==> src/rtl/busSizerPkg.sv <==
package busSizerPkg;

  typedef enum logic [1:0] {
    ST_IDLE = 2'd0,
    ST_CYC1 = 2'd1,
    ST_CYC2 = 2'd2,
    ST_FIN  = 2'd3
  } seqState_t;

  typedef struct packed {
    logic loadReq;
    logic active;
    logic phase2;
    logic capNatural;
    logic capSteer;
    logic capLow;
    logic capHigh;
    logic setErr;
  } ctrlStrobes_t;

endpackage

==> src/rtl/busSizerCtrl.sv <==
module busSizerCtrl
  import busSizerPkg::*;
(
  input  logic         clk,
  input  logic         rst,
  input  logic         reqValid,
  input  logic         busRdy,
  input  logic         busNarrow,
  input  logic         lowOn,
  input  logic         highOn,
  input  logic         isWrite,
  output ctrlStrobes_t strb,
  output logic         doneStrobe
);

  seqState_t state, nextState;

  always_ff @(posedge clk) begin
    if (rst) state <= ST_IDLE;
    else     state <= nextState;
  end

  always_comb begin
    strb      = '0;
    nextState = state;
    unique case (state)
      ST_IDLE: begin
        if (reqValid) begin
          strb.loadReq = 1'b1;
          nextState    = ST_CYC1;
        end
      end
      ST_CYC1: begin
        strb.active = 1'b1;
        if (busRdy) begin
          if (busNarrow && lowOn && highOn) begin
            nextState   = ST_CYC2;
            strb.capLow = !isWrite;
          end else begin
            nextState = ST_FIN;
            if (!isWrite) begin
              if (busNarrow && highOn && !lowOn) strb.capSteer   = 1'b1;
              else                               strb.capNatural = 1'b1;
            end
          end
        end
      end
      ST_CYC2: begin
        strb.active = 1'b1;
        strb.phase2 = 1'b1;
        if (busRdy) begin
          nextState    = ST_FIN;
          strb.capHigh = !isWrite;
          strb.setErr  = isWrite && !busNarrow;
        end
      end
      default: nextState = ST_IDLE;
    endcase
  end

  assign doneStrobe = (state == ST_FIN);

  // done lasts one clock
  a_r12_done_single: assert property (@(posedge clk) disable iff (rst)
    doneStrobe |=> !doneStrobe);

  // a cycle without ready keeps its state
  a_r3_wait_holds: assert property (@(posedge clk) disable iff (rst)
    ((state == ST_CYC1 || state == ST_CYC2) && !busRdy) |=> (state == $past(state)));

  // second cycle only after narrow completion of a both-halves first cycle
  a_r8_split_entry: assert property (@(posedge clk) disable iff (rst)
    (state == ST_CYC1 && busRdy && busNarrow && lowOn && highOn) |=> (state == ST_CYC2));

  // no acceptance outside idle
  a_r2_busy_ignores: assert property (@(posedge clk) disable iff (rst)
    (state != ST_IDLE) |-> !strb.loadReq);

endmodule

==> src/rtl/busSizerDp.sv <==
module busSizerDp
  import busSizerPkg::*;
#(
  parameter int DATA_W = 32
) (
  input  logic              clk,
  input  logic              rst,
  input  ctrlStrobes_t      strb,
  input  logic [DATA_W/8-1:0] reqBeN,
  input  logic              reqWrite,
  input  logic [DATA_W-1:0] reqWdata,
  input  logic [DATA_W-1:0] busRdata,
  output logic [DATA_W/8-1:0] busBeN,
  output logic [DATA_W-1:0] busWdata,
  output logic              busWrite,
  output logic [DATA_W-1:0] rdData,
  output logic              protoErr,
  output logic              lowOn,
  output logic              highOn,
  output logic              isWrite
);

  localparam int BE_W    = DATA_W / 8;
  localparam int HALF    = DATA_W / 2;
  localparam int HALF_BE = BE_W / 2;

  logic [BE_W-1:0]   beQ;
  logic              wrQ;
  logic [DATA_W-1:0] wdQ;
  logic [DATA_W-1:0] rdQ;
  logic              errQ;
  logic              dupUpper;

  always_ff @(posedge clk) begin
    if (rst) begin
      beQ  <= '1;
      wrQ  <= 1'b0;
      wdQ  <= '0;
      rdQ  <= '0;
      errQ <= 1'b0;
    end else begin
      if (strb.loadReq) begin
        beQ  <= reqBeN;
        wrQ  <= reqWrite;
        wdQ  <= reqWdata;
        errQ <= 1'b0;
      end
      if (strb.capNatural) rdQ <= busRdata;
      if (strb.capSteer)   rdQ <= {busRdata[HALF-1:0], {HALF{1'b0}}};
      if (strb.capLow)     rdQ <= {{HALF{1'b0}}, busRdata[HALF-1:0]};
      if (strb.capHigh)    rdQ[DATA_W-1:HALF] <= busRdata[HALF-1:0];
      if (strb.setErr)     errQ <= 1'b1;
    end
  end

  assign lowOn   = ~&beQ[HALF_BE-1:0];
  assign highOn  = ~&beQ[BE_W-1:HALF_BE];
  assign isWrite = wrQ;

  assign dupUpper = highOn && (!lowOn || strb.phase2);

  always_comb begin
    if (!strb.active)     busBeN = '1;
    else if (strb.phase2) busBeN = {beQ[BE_W-1:HALF_BE], {HALF_BE{1'b1}}};
    else                  busBeN = beQ;
  end

  always_comb begin
    if (!strb.active) busWdata = '0;
    else if (dupUpper) busWdata = {wdQ[DATA_W-1:HALF], wdQ[DATA_W-1:HALF]};
    else               busWdata = wdQ;
  end

  assign busWrite = strb.active && wrQ;
  assign rdData   = rdQ;
  assign protoErr = errQ;

  // upper-only writes carry the same half on both lane groups
  a_r6_upper_dup: assert property (@(posedge clk) disable iff (rst)
    (busWrite && !lowOn && highOn) |-> (busWdata[HALF-1:0] == busWdata[DATA_W-1:HALF]));

  // low enables off in the second cycle, upper ones as requested
  a_r9_second_low_off: assert property (@(posedge clk) disable iff (rst)
    strb.phase2 |-> (&busBeN[HALF_BE-1:0] && busBeN[BE_W-1:HALF_BE] == beQ[BE_W-1:HALF_BE]));

endmodule

==> src/rtl/busSizer.sv <==
module busSizer
  import busSizerPkg::*;
#(
  parameter int DATA_W = 32
) (
  input  logic                clk,
  input  logic                rst,
  input  logic                reqValid,
  input  logic [DATA_W/8-1:0] reqBeN,
  input  logic                reqWrite,
  input  logic [DATA_W-1:0]   reqWdata,
  output logic                busCycle,
  output logic                busWrite,
  output logic [DATA_W/8-1:0] busBeN,
  output logic [DATA_W-1:0]   busWdata,
  input  logic [DATA_W-1:0]   busRdata,
  input  logic                busRdy,
  input  logic                busNarrow,
  output logic [DATA_W-1:0]   rdData,
  output logic                doneStrobe,
  output logic                protoErr
);

  ctrlStrobes_t strb;
  logic lowOn, highOn, isWrite;

  busSizerCtrl u_ctrl (
    .clk        (clk),
    .rst        (rst),
    .reqValid   (reqValid),
    .busRdy     (busRdy),
    .busNarrow  (busNarrow),
    .lowOn      (lowOn),
    .highOn     (highOn),
    .isWrite    (isWrite),
    .strb       (strb),
    .doneStrobe (doneStrobe)
  );

  busSizerDp #(.DATA_W(DATA_W)) u_dp (
    .clk      (clk),
    .rst      (rst),
    .strb     (strb),
    .reqBeN   (reqBeN),
    .reqWrite (reqWrite),
    .reqWdata (reqWdata),
    .busRdata (busRdata),
    .busBeN   (busBeN),
    .busWdata (busWdata),
    .busWrite (busWrite),
    .rdData   (rdData),
    .protoErr (protoErr),
    .lowOn    (lowOn),
    .highOn   (highOn),
    .isWrite  (isWrite)
  );

  assign busCycle = strb.active;

  // wait states hold the bus outputs
  a_r3_stable_wait: assert property (@(posedge clk) disable iff (rst)
    (busCycle && !busRdy) |=> ($stable(busBeN) && $stable(busWdata)));

  // done only after the bus is released
  a_r12_done_no_cycle: assert property (@(posedge clk) disable iff (rst)
    doneStrobe |-> !busCycle);

endmodule

==> config.mk <==
export PLATFORM = sky130hd
export DESIGN_NAME = busSizer
export DESIGN_NICKNAME = d
export VERILOG_FILES = /design/src/rtl/busSizerPkg.sv /design/src/rtl/busSizerCtrl.sv /design/src/rtl/busSizerDp.sv /design/src/rtl/busSizer.sv
export SDC_FILE = /design/constraint.sdc
export NUM_CORES = 1
export LEC_CHECK = 0
export BUFFER_PORTS_ARGS = -buffer_cell sky130_fd_sc_hd__buf_2
export CAP_MARGIN = 20
export CORE_MARGIN = 2
export CORE_UTILIZATION = 30
export DETAILED_ROUTE_END_ITERATION = 8
export SLEW_MARGIN = 20
export SYNTH_ARGS = -nofsm -noshare
export SYNTH_HDL_FRONTEND = slang
export SYNTH_HIERARCHICAL = 1
export SYNTH_SLANG_ARGS = --single-unit
==> constraint.sdc <==
create_clock -name clk -period 3.5 [get_ports clk]
set_clock_uncertainty 0.2 [all_clocks]
set_input_delay 0.7 -clock clk [delete_from_list [all_inputs] [get_ports clk]]
set_output_delay 0.7 -clock clk [all_outputs]
set_load 0.005 [all_outputs]
=== After elaboration in Yosys (flattened, before gate mapping) ===
Cells that the tools add are included.
Widths: inputs -> output; s select.

* Flip-flop bits (word level): 72
* Bits in latches: 0
* Bits in writable memories: 0
* ROM bits: 0
* Input bits: 74
* Output and inout bits: 72
* Word-level logic and storage cells: 61
* Memories: 0

* Add/subtract/negate cells: 0
* Multiply operators: 0
* Divide/modulo/power cells: 0
* Magnitude comparators: 0
* Equal/unequal tests: 6
* Shifts and indexed selects: 0
* Multiplexer cells: 28
* Bitwise operators: 0
* Reductions and logical operators: 20

{| class="wikitable"
|+ Operator list
! kind !! number
|-
| $mux 32 || 4
|-
| $mux 16 || 2
|-
| $mux 2 || 8
|-
| $mux 1 || 10
|-
| $logic_and 1x1->1 || 7
|-
| $mux 3 || 2
|-
| $ne 2x2->1 const B || 3
|-
| $pmux 2 s3 || 1
|-
| $eq 2x2->1 const B || 2
|-
| $logic_not 1->1 || 4
|-
| $mux 4 || 1
|-
| $reduce_and 2->1 || 2
|-
| $reduce_bool 4->1 || 1
|-
| $reduce_and 3->1 || 1
|-
| $reduce_bool 3->1 || 1
|-
| $eq 2x1->1 const B || 1
|-
| $logic_not 2->1 || 1
|-
| $reduce_bool 2->1 || 1
|-
| $reduce_or 2->1 || 1
|-
| $logic_or 1x1->1 || 1
|}

=== Logic depth before layout (Yosys ltp) ===
Gate-level depths: netlist of the first run.

* Depth after elaboration: 13
* Gate-level depth with buffers: 10
* Depth with buffers taken out: 7

=== By module ===
Netlist of the first run, hierarchy kept.

{| class="wikitable"
|+ By module, submodules not included
! module !! times used !! cells an instance !! area each (um^2) !! seq. area each (um^2)
|-
| busSizerDp || 1 || 372 || 3,075.4 || 1,401.3
|-
| busSizerCtrl || 1 || 28 || 230.2 || 40.0
|}

=== Least setup slack after synthesis of the first run ===
No wires, ideal clock.

* Path type: reg2out
* From: register u_ctrl.state[0]
* To: output busWdata[10]
* Arrival time: 1.582 ns
* Data required time: 2.600 ns
* Path slack: 1.018 ns
* Cell stages (with the launch flop): 8
* Path buffers: 3
* Path through: dfxtp_1 inv_1 ha_1 buf_4 clkbuf_1 clkbuf_1 nand2_1 mux2i_1

* Elaborated cells between the ends (all ways): 9
* Classes of those cells: eq/ne (2); mux (4); reduce/logical (3)

{| class="wikitable"
|+ RTL lines
! what !! line !! text
|-
| start: declaration || busSizerCtrl.sv:16 || <nowiki>seqState_t state, nextState;</nowiki>
|-
| start signal: assignment || busSizerCtrl.sv:20 || <nowiki>else state <= nextState;</nowiki>
|-
| $eq 2x1->1 or $eq 2x2->1 (tied branches) || busSizerCtrl.sv:26 || <nowiki>unique case (state)</nowiki>
|-
| $reduce_or 2->1 (no line) * || n/a ||
|-
| $mux 1 * || busSizerCtrl.sv:26 ||
|-
| named net busCycle || busSizer.sv:12 || <nowiki>output logic busCycle,</nowiki>
|-
| $mux 32 * || busSizerDp.sv:69 || <nowiki>if (!strb.active) busWdata = '0;</nowiki>
|-
| end: declaration || busSizer.sv:15 || <nowiki>output logic [DATA_W-1:0] busWdata,</nowiki>
|}

The timed path passes the listed nets; every way through them passes the cells marked *.

=== Worst setup path after layout of the first run ===
* From: register u_ctrl.state[0]
* To: output busBeN[1]

* Cells in the longest elaborated chain, start to end: 4
* Elaborated cells between the ends (all ways): 7
* Classes of those cells: eq/ne (2); mux (4); reduce/logical (1)

{| class="wikitable"
|+ Ends and longest elaborated chain
! what !! line !! text
|-
| $eq 2x2->1 or $eq 2x1->1 (tied branches) || busSizerCtrl.sv:26 ||
|-
| $mux 1 or $reduce_or 2->1 (tied branches) || n/a ||
|-
| $mux 2 or $mux 1 (tied branches) || busSizerDp.sv:64, busSizerCtrl.sv:26 ||
|-
| $mux 4 * || busSizerDp.sv:63 || <nowiki>if (!strb.active) busBeN = '1;</nowiki>
|-
| end: declaration || busSizer.sv:14 || <nowiki>output logic [DATA_W/8-1:0] busBeN,</nowiki>
|}

Mark *: on every way between the ends. The rest lies on a longest branch, timed or not.

==> results.json, run 1 <==
{
  "crit_fanout": 37,
  "clockBufferDepth": 2,
  "pin_count": 146,
  "finalWirelength_um": 9363,
  "initialDrtViolationCount": 181,
  "critPathArrivalTime_ns": 2.11,
  "irDropWorstVdd_uv": 304.2,
  "rsz0062_at_grt": "no",
  "rows": 38,
  "slowest_stage": "or3b_2",
  "drt-vias-per-instance": 4.761,
  "die_x_um": 109.0,
  "dieArea_sq_um": 11870,
  "hold_viol_final": 0,
  "cts_setup_buffers": 0,
  "clock_sinks": 72,
  "min_path_type": "register to register",
  "grt_pass1_vias": 3019,
  "relSlewSlack_pct": 58.01,
  "grtUsageTotal_pct": 15.77,
  "die_h_um": 109.0,
  "drtPass1Iterations": 4,
  "period_needed_ns": 3.006,
  "clock_latency_ns": 0.33,
  "netlist_area_sq_um": 3306,
  "dpl.cell_count": 663,
  "ant_nets": 0,
  "fin_crit_sh_pct": 85.88,
  "synth-main-ff-cell": "dfxtp_1",
  "cts_tree": "built",
  "critPathTopFamily": "buffers and inverters",
  "coreArea_sq_um": 10790,
  "seq_area_frac_synth_pct": 43.60,
  "fin_cells": 678,
  "synth.distinct_cells": 32,
  "cp_num_buf_inv": 3,
  "fmax_ghz": 0.3327,
  "start_util_pct": 30.63,
  "nets": 612,
  "synth-edff-count": 0,
  "path_clk_slew_ns": 0.08,
  "slew_violations": 0,
  "antenna_found_initial": 0,
  "setup_viol": 0,
  "grt_pass1_wl_um": 14760,
  "grt_overflow": 0,
  "final_util_pct": 39.66,
  "post_cts_resize_count": 0,
  "cts_hold_buffers": 0,
  "cts_root_buf": "clkbuf_8",
  "vias": 3228,
  "cap_violations": 0,
  "fin_tns_setup_ns": 0,
  "post_drt_wl_per_cell_um": 13.81,
  "syn-num-nets": 478,
  "syn_inst": 400,
  "start_kind": "register",
  "cts_made_buffers": 9,
  "crit_chain": "inv_1, ha_1, buf_4, or3b_2, buf_2",
  "worstSetupEndpointType": "output pin",
  "drive_gt1_share_pct": 32.53,
  "synthToLayoutAreaGrowth_pct": 29.49,
  "synthArstFlopShare_pct": 0,
  "avgSynthCellArea_sq_um": 8.264,
  "place.port_buffers": 145,
  "finalInstanceArea_sq_um": 4280,
  "n_antenna_cell": 0,
  "hpwl_um": 6747,
  "leakage_nw": 2.119,
  "critPathRequiredTime_ns": 2.60,
  "grt_max_degree": 39,
  "critPathMaxStageDelay_ns": 0.48,
  "htree_levels": 3,
  "yosysWarnings": 6,
  "power_density_nw_per_um2": 651.3,
  "remaining_drc_errors": 0,
  "placed_area_sq_um": 4126,
  "routabilityCongestion": 0.7703,
  "status": "finished, final reports clean",
  "path_class": "register to output pin",
  "tightest_slew_ns": 0.6298,
  "ys_ff_latch": 72
}
==> synthesized netlist by cell type, types with 5 or more instances <==
library cell	count	area (sq um)
dfxtp_1	72	1441
nor2_1	65	244.0
nand2_1	52	195.2
mux2i_1	49	490.5
nor4_1	28	175.2
inv_1	22	82.58
a21oi_1	20	100.1
nand3_1	18	90.09
clkbuf_1	13	48.80
buf_2	9	45.04
a211o_1	5	43.79
buf_4	5	37.54
nor2b_1	5	31.28
==> registers in the layout (all words and copies together) (netlist names) <==
register	count
u_dp/isWrite	1
u_dp/wdQ	32
u_dp/rdData	32
u_ctrl/state	2
u_dp/beQ	4
u_dp/protoErr	1
==> cell type report <==
type | count | area [sq um]
Multi-Input combinational cell | 275 | 1634
Inverter | 22 | 82.58
Timing Repair Buffer | 154 | 793.3
Clock buffer | 11 | 131.4
Fill cell | 1124 | 6513
Sequential cell | 72 | 1441
Tap cell | 140 | 175.2
Clock inverter | 4 | 22.52
==> final timing paths <==
path	end	cells after the start	startpoint	slack, ns
hold reg to reg	u_dp/rdData[14]$_SDFFE_PP0P_	2	u_dp/rdData[14]$_SDFFE_PP0P_	0.25
setup reg to reg	u_dp/rdData[25]$_SDFFE_PP0P_	8	u_ctrl/state[1]$_SDFFE_PP0P_	1.00
setup / recovery	busBeN[1]	5	u_ctrl/state[0]$_SDFFE_PP0P_	0.49
hold / removal	u_dp/rdData[14]$_SDFFE_PP0P_	2	u_dp/rdData[14]$_SDFFE_PP0P_	0.25
==> cells in the final DEF (no fill, tap or decap) <==
cell type   count
a211oi_1        3
o21ai_0         4
nor2b_1         5
and4b_1         1
or3_1           1
clkinv_2        3
o21bai_2        1
dfxtp_1        72
ha_1            4
clkbuf_1        2
nor2_1         65
nor4_1         28
nand2b_1        4
and3b_2         1
clkinvlp_4      1
mux2i_1        49
or4_1           1
nand3_1        18
a211o_1         5
nor3_1          2
clkbuf_8        9
a21o_1          2
a21oi_1        20
a21oi_2         1
o41ai_1         1
or3b_2          2
buf_2         145
nand2_1        52
nand3b_1        1
and2_1          1
and2_2          1
inv_1          22
nor3_2          2
buf_4           9
==> report_power, final <==
group          internal [mW]  switching (mW)  leakage [nW]
clock network          0.251           0.301        0.0789
registers              0.997          0.0984         0.590
logic                  0.478           0.663          1.45
total                   1.73            1.06          2.12
==> worst register-to-register path, stage by stage, from the launching register on <==
cell	delay (ns)
dfxtp_1	0.37
inv_1	0.09
ha_1	0.23
nand3b_1	0.17
nor3_1	0.06
buf_4	0.15
or4_1	0.80
nor2_1	0.23
nor4_1	0.06
==> cells by family (layout without fill, tap and decap cells) <==
kind of cell / after synthesis / count (layout) / synth area share [%]
AOI/OAI and AO/OA: 37 / 37 / 6.964
adders and majority gates: 4 / 4 / 1.514
and+or+nand+nor: 185 / 185 / 25.93
muxes: 49 / 49 / 14.84
DFF: 72 / 72 / 43.60
buffers and inverters: 53 / 191 / 7.154
==> stage by stage <==
step	hold slack (ns)	power [mW]	worst slack, ns
5_1_grt	0.2656	3.009	0.3770
6_report	0.2508	2.788	0.4941
2_1_floorplan	0.2483	1.893	1.018
3_3_place_gp	0.2384	2.224	0.9193
4_1_cts	0.2538	2.825	0.4794
3_5_place_dp	0.2427	2.257	0.8705
==> routing by layer <==
layer | vias to the layer above | share of wire (%) | global-route usage [%]
met5 | - | 0 | 0
met4 | 0 | 0.46 | 4.396
met3 | 4 | 8.6 | 4.901
met2 | 127 | 45 | 26.31
met1 | 1488 | 46 | 19.58
li1 | 1609 | - | -
No activity file was read; power rests on OpenSTA's default activity.
==> inputs of run 2 (changes only) <==
--- a/config.mk
+++ b/config.mk
@@ -8,8 +8,10 @@
 export BUFFER_PORTS_ARGS = -buffer_cell sky130_fd_sc_hd__buf_2
 export CAP_MARGIN = 20
 export CORE_MARGIN = 2
-export CORE_UTILIZATION = 30
+export CORE_UTILIZATION = 41
+export CTS_BUF_LIST = sky130_fd_sc_hd__clkbuf_4 sky130_fd_sc_hd__clkbuf_8 sky130_fd_sc_hd__clkbuf_16
 export DETAILED_ROUTE_END_ITERATION = 8
+export PLACE_DENSITY = 0.71
 export SLEW_MARGIN = 20
 export SYNTH_ARGS = -nofsm -noshare
 export SYNTH_HDL_FRONTEND = slang
==> run 2 against run 1 <==
Net effect: sequential cell count stayed put; final area fell by 0.79%; highest routed layer unchanged; sequential power barely moved; via count is 1.2% lower; global-route usage grew 3.8 points; critical endpoint is now busWdata[8]; maximum frequency up 4.2%.
==> results.json, run 2 (same netlist as run 1, synthesis figures left out) <==
{
  "nets": 609,
  "vias": 3190,
  "status": "finished, final reports clean",
  "clockBufferDepth": 2,
  "hpwl_um": 6348,
  "start_kind": "register",
  "drt-vias-per-instance": 5.008,
  "multiInputGateArea_sq_um": 1634,
  "clock_latency_ns": 0.32,
  "coreArea_sq_um": 7767,
  "routabilityCongestion": 0.8365,
  "setup_viol": 0,
  "worstSetupEndpointType": "output pin",
  "grt_max_degree": 43,
  "layout_commonest_cell": "buf_2",
  "rsz0062_at_grt": "no",
  "cts_tree": "built",
  "cts_setup_buffers": 0,
  "hold_viol_final": 0,
  "grt_pass1_wl_um": 14010,
  "post_cts_resize_count": 0,
  "register_area_sq_um": 1441,
  "ant_nets": 0,
  "fmax_ghz": 0.3465,
  "cts_made_buffers": 9,
  "dieArea_sq_um": 8797,
  "fill_cells": 746,
  "n_antenna_cell": 0,
  "grt_pass1_vias": 3022,
  "drtPass1Iterations": 4,
  "clock_sinks": 72,
  "remaining_drc_errors": 0,
  "post_drt_wl_per_cell_um": 13.63,
  "worstReg2RegEnd": "u_dp/rdData[27]$_SDFFE_PP0P_",
  "die_x_um": 93.79,
  "critPathRequiredTime_ns": 2.60,
  "timing.rr.start": "u_ctrl/state[1]$_SDFFE_PP0P_",
  "power_density_nw_per_um2": 670.9,
  "relSlewSlack_pct": 38.22,
  "cap_violations": 0,
  "period_needed_ns": 2.886,
  "crit_fanout": 33,
  "cts_root_buf": "clkbuf_8",
  "fin_crit_sh_pct": 82.46,
  "finalWirelength_um": 8684,
  "grtUsageTotal_pct": 19.57,
  "drive_gt1_share_pct": 32.52,
  "min_path_type": "register to register",
  "path_clk_slew_ns": 0.07,
  "critPathMaxStageDelay_ns": 0.38,
  "slowest_stage": "ha_1",
  "initialDrtViolationCount": 143,
  "irDropWorstVdd_uv": 321.1,
  "synthToLayoutAreaGrowth_pct": 28.46,
  "tightest_slew_ns": 0.9217,
  "slew_violations": 0,
  "crit_chain": "inv_1, ha_1, buf_4, nand2_1, mux2i_1, buf_2",
  "start_util_pct": 42.56,
  "final_cell_mix": "145 x buf_2, 72 x dfxtp_1, 65 x nor2_1",
  "place.port_buffers": 145,
  "startpoint": "u_ctrl/state[0]$_SDFFE_PP0P_",
  "leakage_nw": 2.127,
  "p_total_mw": 2.849,
  "die_h_um": 93.79,
  "rows": 32,
  "r2r_cells": 7,
  "r2r_slack_ns": 0.95,
  "grt_overflow": 0,
  "fin_tns_setup_ns": 0,
  "crit_path_end": "busWdata[8]",
  "antenna_found_initial": 0,
  "cts_hold_buffers": 0,
  "critPathArrivalTime_ns": 1.99,
  "pin_count": 146,
  "path_class": "register to output pin",
  "htree_levels": 3
}
## run 2: cell types whose count changed in the layout (fill, tap and decap cells not counted)
cell / change
bufinv_16: +1
clkbuf_4: +1
clkbuf_8: +1
clkinvlp_4: -1
buf_4: -3
clkbuf_1: -2
## run 2: power by group
| group | leakage [nW] | internal, mW | switching (mW) | total, mW |
|---|---|---|---|---|
| registers | 0.590 | 0.997 | 0.0997 | 1.10 |
| clock network | 0.102 | 0.350 | 0.291 | 0.640 |
| logic | 1.44 | 0.473 | 0.640 | 1.11 |
| total | 2.13 | 1.82 | 1.03 | 2.85 |
## run 2: worst min path at each step
stage                                 start                      endpoint  slack (ns)  cells after the start
5_1_grt        u_dp/rdData[10]$_SDFFE_PP0P_  u_dp/rdData[10]$_SDFFE_PP0P_        0.29                      2
3_3_place_gp   u_dp/rdData[10]$_SDFFE_PP0P_  u_dp/rdData[10]$_SDFFE_PP0P_        0.24                      2
3_5_place_dp   u_dp/rdData[10]$_SDFFE_PP0P_  u_dp/rdData[10]$_SDFFE_PP0P_        0.25                      2
6_report       u_dp/rdData[11]$_SDFFE_PP0P_  u_dp/rdData[11]$_SDFFE_PP0P_        0.26                      2
2_1_floorplan   u_dp/rdData[0]$_SDFFE_PP0P_   u_dp/rdData[0]$_SDFFE_PP0P_        0.25                      2
4_1_cts        u_dp/rdData[10]$_SDFFE_PP0P_  u_dp/rdData[10]$_SDFFE_PP0P_        0.26                      2
## run 2: through the flow
| step | cells | hold WS, ns | instance area, sq um | worst slack [ns] | util [%] |
|---|---|---|---|---|---|
| 2_1_floorplan | 400 | 0.2483 | 3306 | 1.018 | - |
| 3_3_place_gp | 622 | 0.2412 | 4056 | 0.8822 | 52.22 |
| 3_5_place_dp | 622 | 0.2476 | 4056 | 0.8327 | 52.22 |
| 4_1_cts | 637 | 0.2623 | 4247 | 0.5967 | 54.67 |
| 5_1_grt | 637 | 0.2877 | 4247 | 0.4427 | 54.67 |
| 6_report | 637 | 0.2602 | 4247 | 0.6139 | 54.67 |
## run 2: worst max-delay path: cells and delay by family (launching register included)
kind / cells / cell delay (ns)
adder cells (fa/ha/maj): 1 / 0.38
buffers and inverters: 3 / 0.58
multiplexers: 1 / 0.18
flip-flops: 1 / 0.36
AND/OR/NAND/NOR: 1 / 0.14
## run 2: per-layer routing
metal  GRT usage (%)  share of wire (%)  vias to the layer above
met5               0                  0                        -
met4           6.159               0.89                        0
met3           5.778                 11                        6
met2           30.77                 44                      150
met1           25.82                 45                     1431
li1                -                  -                     1603
## run 2: final cells by class
type,instances,area share (%)
clock buffers,11,3.418
well taps,102,3.005
inverters,22,1.945
multi-input cells,275,38.48
clock inverters,4,1.061
flip-flops and latches,72,33.94
repair buffers,151,18.15
==> inputs of run 3 (changes only) <==
==> constraint.sdc (replaced) <==
create_clock -name clk -period 2.85 [get_ports clk]
set_clock_uncertainty 0.2 [all_clocks]
set_input_delay 0.57 -clock clk [delete_from_list [all_inputs] [get_ports clk]]
set_output_delay 0.57 -clock clk [all_outputs]
set_load 0.005 [all_outputs]
==> run 3 against run 2 <==
Net effect: clock-buffer cell count did not move; combinational power rose by 27%; first-iteration DRC count fell by 15%; worst setup slack got worse by 0.42 ns; sequential cell count did not move; non-clock buffer count rose by 1; critical path type unchanged; critical endpoint is now busWdata[15]; largest cell class unchanged.
==> results.json, run 3 (same netlist as run 1, synthesis figures left out) <==
{
  "grt_pass1_vias": 3140,
  "htree_levels": 3,
  "clock_latency_ns": 0.33,
  "start_util_pct": 42.56,
  "place.port_buffers": 145,
  "dpl.cell_count": 623,
  "power_density_nw_per_um2": 834.4,
  "status": "finished, final reports clean",
  "fin_crit_sh_pct": 93.09,
  "drive_gt1_share_pct": 32.77,
  "placed_area_sq_um": 4076,
  "path_class": "register to output pin",
  "finalInstanceArea_sq_um": 4297,
  "min_path_type": "input pin to register",
  "p_total_mw": 3.585,
  "top_layer": "met4",
  "fin_cells": 639,
  "drt-vias-per-instance": 5.147,
  "routabilityCongestion": 0.8204,
  "fin_tns_setup_ns": 0,
  "coreArea_sq_um": 7767,
  "finalWirelength_um": 9078,
  "final_util_pct": 55.32,
  "grt_pass1_wl_um": 14700,
  "whs_ns": 0.2492,
  "cts_made_buffers": 9,
  "wl_met3_um": 898,
  "pre_cts_slack_ns": 0.3830,
  "met1Wirelength_um": 3919,
  "cts_tree": "built",
  "vias": 3289,
  "rsz0062_at_grt": "no",
  "grt_max_degree": 36,
  "drtPass1Iterations": 4,
  "post_drt_wl_per_cell_um": 14.21,
  "cts_hold_buffers": 0,
  "period_needed_ns": 2.653,
  "hpwl_um": 6631,
  "cts_root_buf": "clkbuf_8",
  "fmax_ghz": 0.3769,
  "hold_viol_final": 0,
  "critPathRequiredTime_ns": 2.08,
  "clock_sinks": 72,
  "post_cts_resize_count": 0,
  "pin_count": 146,
  "dr_wl_met2_um": 4158,
  "grtUsageTotal_pct": 20.67,
  "relSlewSlack_pct": 54.55,
  "irDropWorstVdd_uv": 402.6,
  "tightest_slew_ns": 0.6795,
  "antenna_found_initial": 0,
  "die_x_um": 93.79,
  "worst_slack_ns": 0.1970,
  "cts_setup_buffers": 0,
  "cap_violations": 0,
  "die_h_um": 93.79,
  "dieArea_sq_um": 8797,
  "worstSetupEndpointType": "output pin",
  "critPathArrivalTime_ns": 1.88,
  "path_clk_slew_ns": 0.08,
  "clockBufferDepth": 2,
  "layout_commonest_cell": "buf_2",
  "remaining_drc_errors": 0,
  "rows": 32,
  "start_kind": "register",
  "initialDrtViolationCount": 122,
  "crit_fanout": 34,
  "nets": 610,
  "n_antenna_cell": 0,
  "synthToLayoutAreaGrowth_pct": 29.98,
  "grt_overflow": 0,
  "leakage_nw": 2.141,
  "slew_violations": 0,
  "final_cell_mix": "145 x buf_2, 72 x dfxtp_1, 65 x nor2_1",
  "setup_viol": 0,
  "ant_nets": 0
}
[run 3: path summary, 6_finish.rpt]
| path | to | slack [ns] | start | cells after the start |
|---|---|---|---|---|
| max reg2reg | u_dp/rdData[31]$_SDFFE_PP0P_ | 0.31 | u_ctrl/state[0]$_SDFFE_PP0P_ | 6 |
| min reg2reg | u_dp/rdData[14]$_SDFFE_PP0P_ | 0.25 | u_dp/rdData[14]$_SDFFE_PP0P_ | 2 |
| min | u_dp/beQ[0]$_SDFFE_PP1P_ | 0.25 | reqBeN[0] | 2 |
| max | busWdata[15] | 0.20 | u_ctrl/state[1]$_SDFFE_PP0P_ | 6 |
[run 3: where the power goes]
| group | switching (mW) | leakage [nW] | internal (mW) |
|---|---|---|---|
| combinational | 0.809 | 1.45 | 0.605 |
| sequential | 0.125 | 0.590 | 1.22 |
| clock | 0.373 | 0.101 | 0.449 |
[run 3: final cells by class]
cell class / count / area (sq um)
multi-input combinational: 275 / 1640
sequential: 72 / 1441
clock buffer: 11 / 151.4
tap: 102 / 127.6
fill: 770 / 3471
inverter: 22 / 82.58
clock inverter: 5 / 55.05
timing repair buffer: 152 / 798.3
[run 3: worst max-delay path, cell delays in order, from the launching register on]
cell,delay [ns]
dfxtp_1,0.37
inv_1,0.09
ha_1,0.39
buf_6,0.28
nand2_1,0.12
mux2i_1,0.15
buf_2,0.14
[run 3: layer usage]
layer | vias to the layer above | global-route usage (%)
met1 | 1501 | 26.79
met4 | 0 | 6.522
met5 | - | 0
li1 | 1612 | -
met2 | 166 | 33.04
met3 | 10 | 6.100
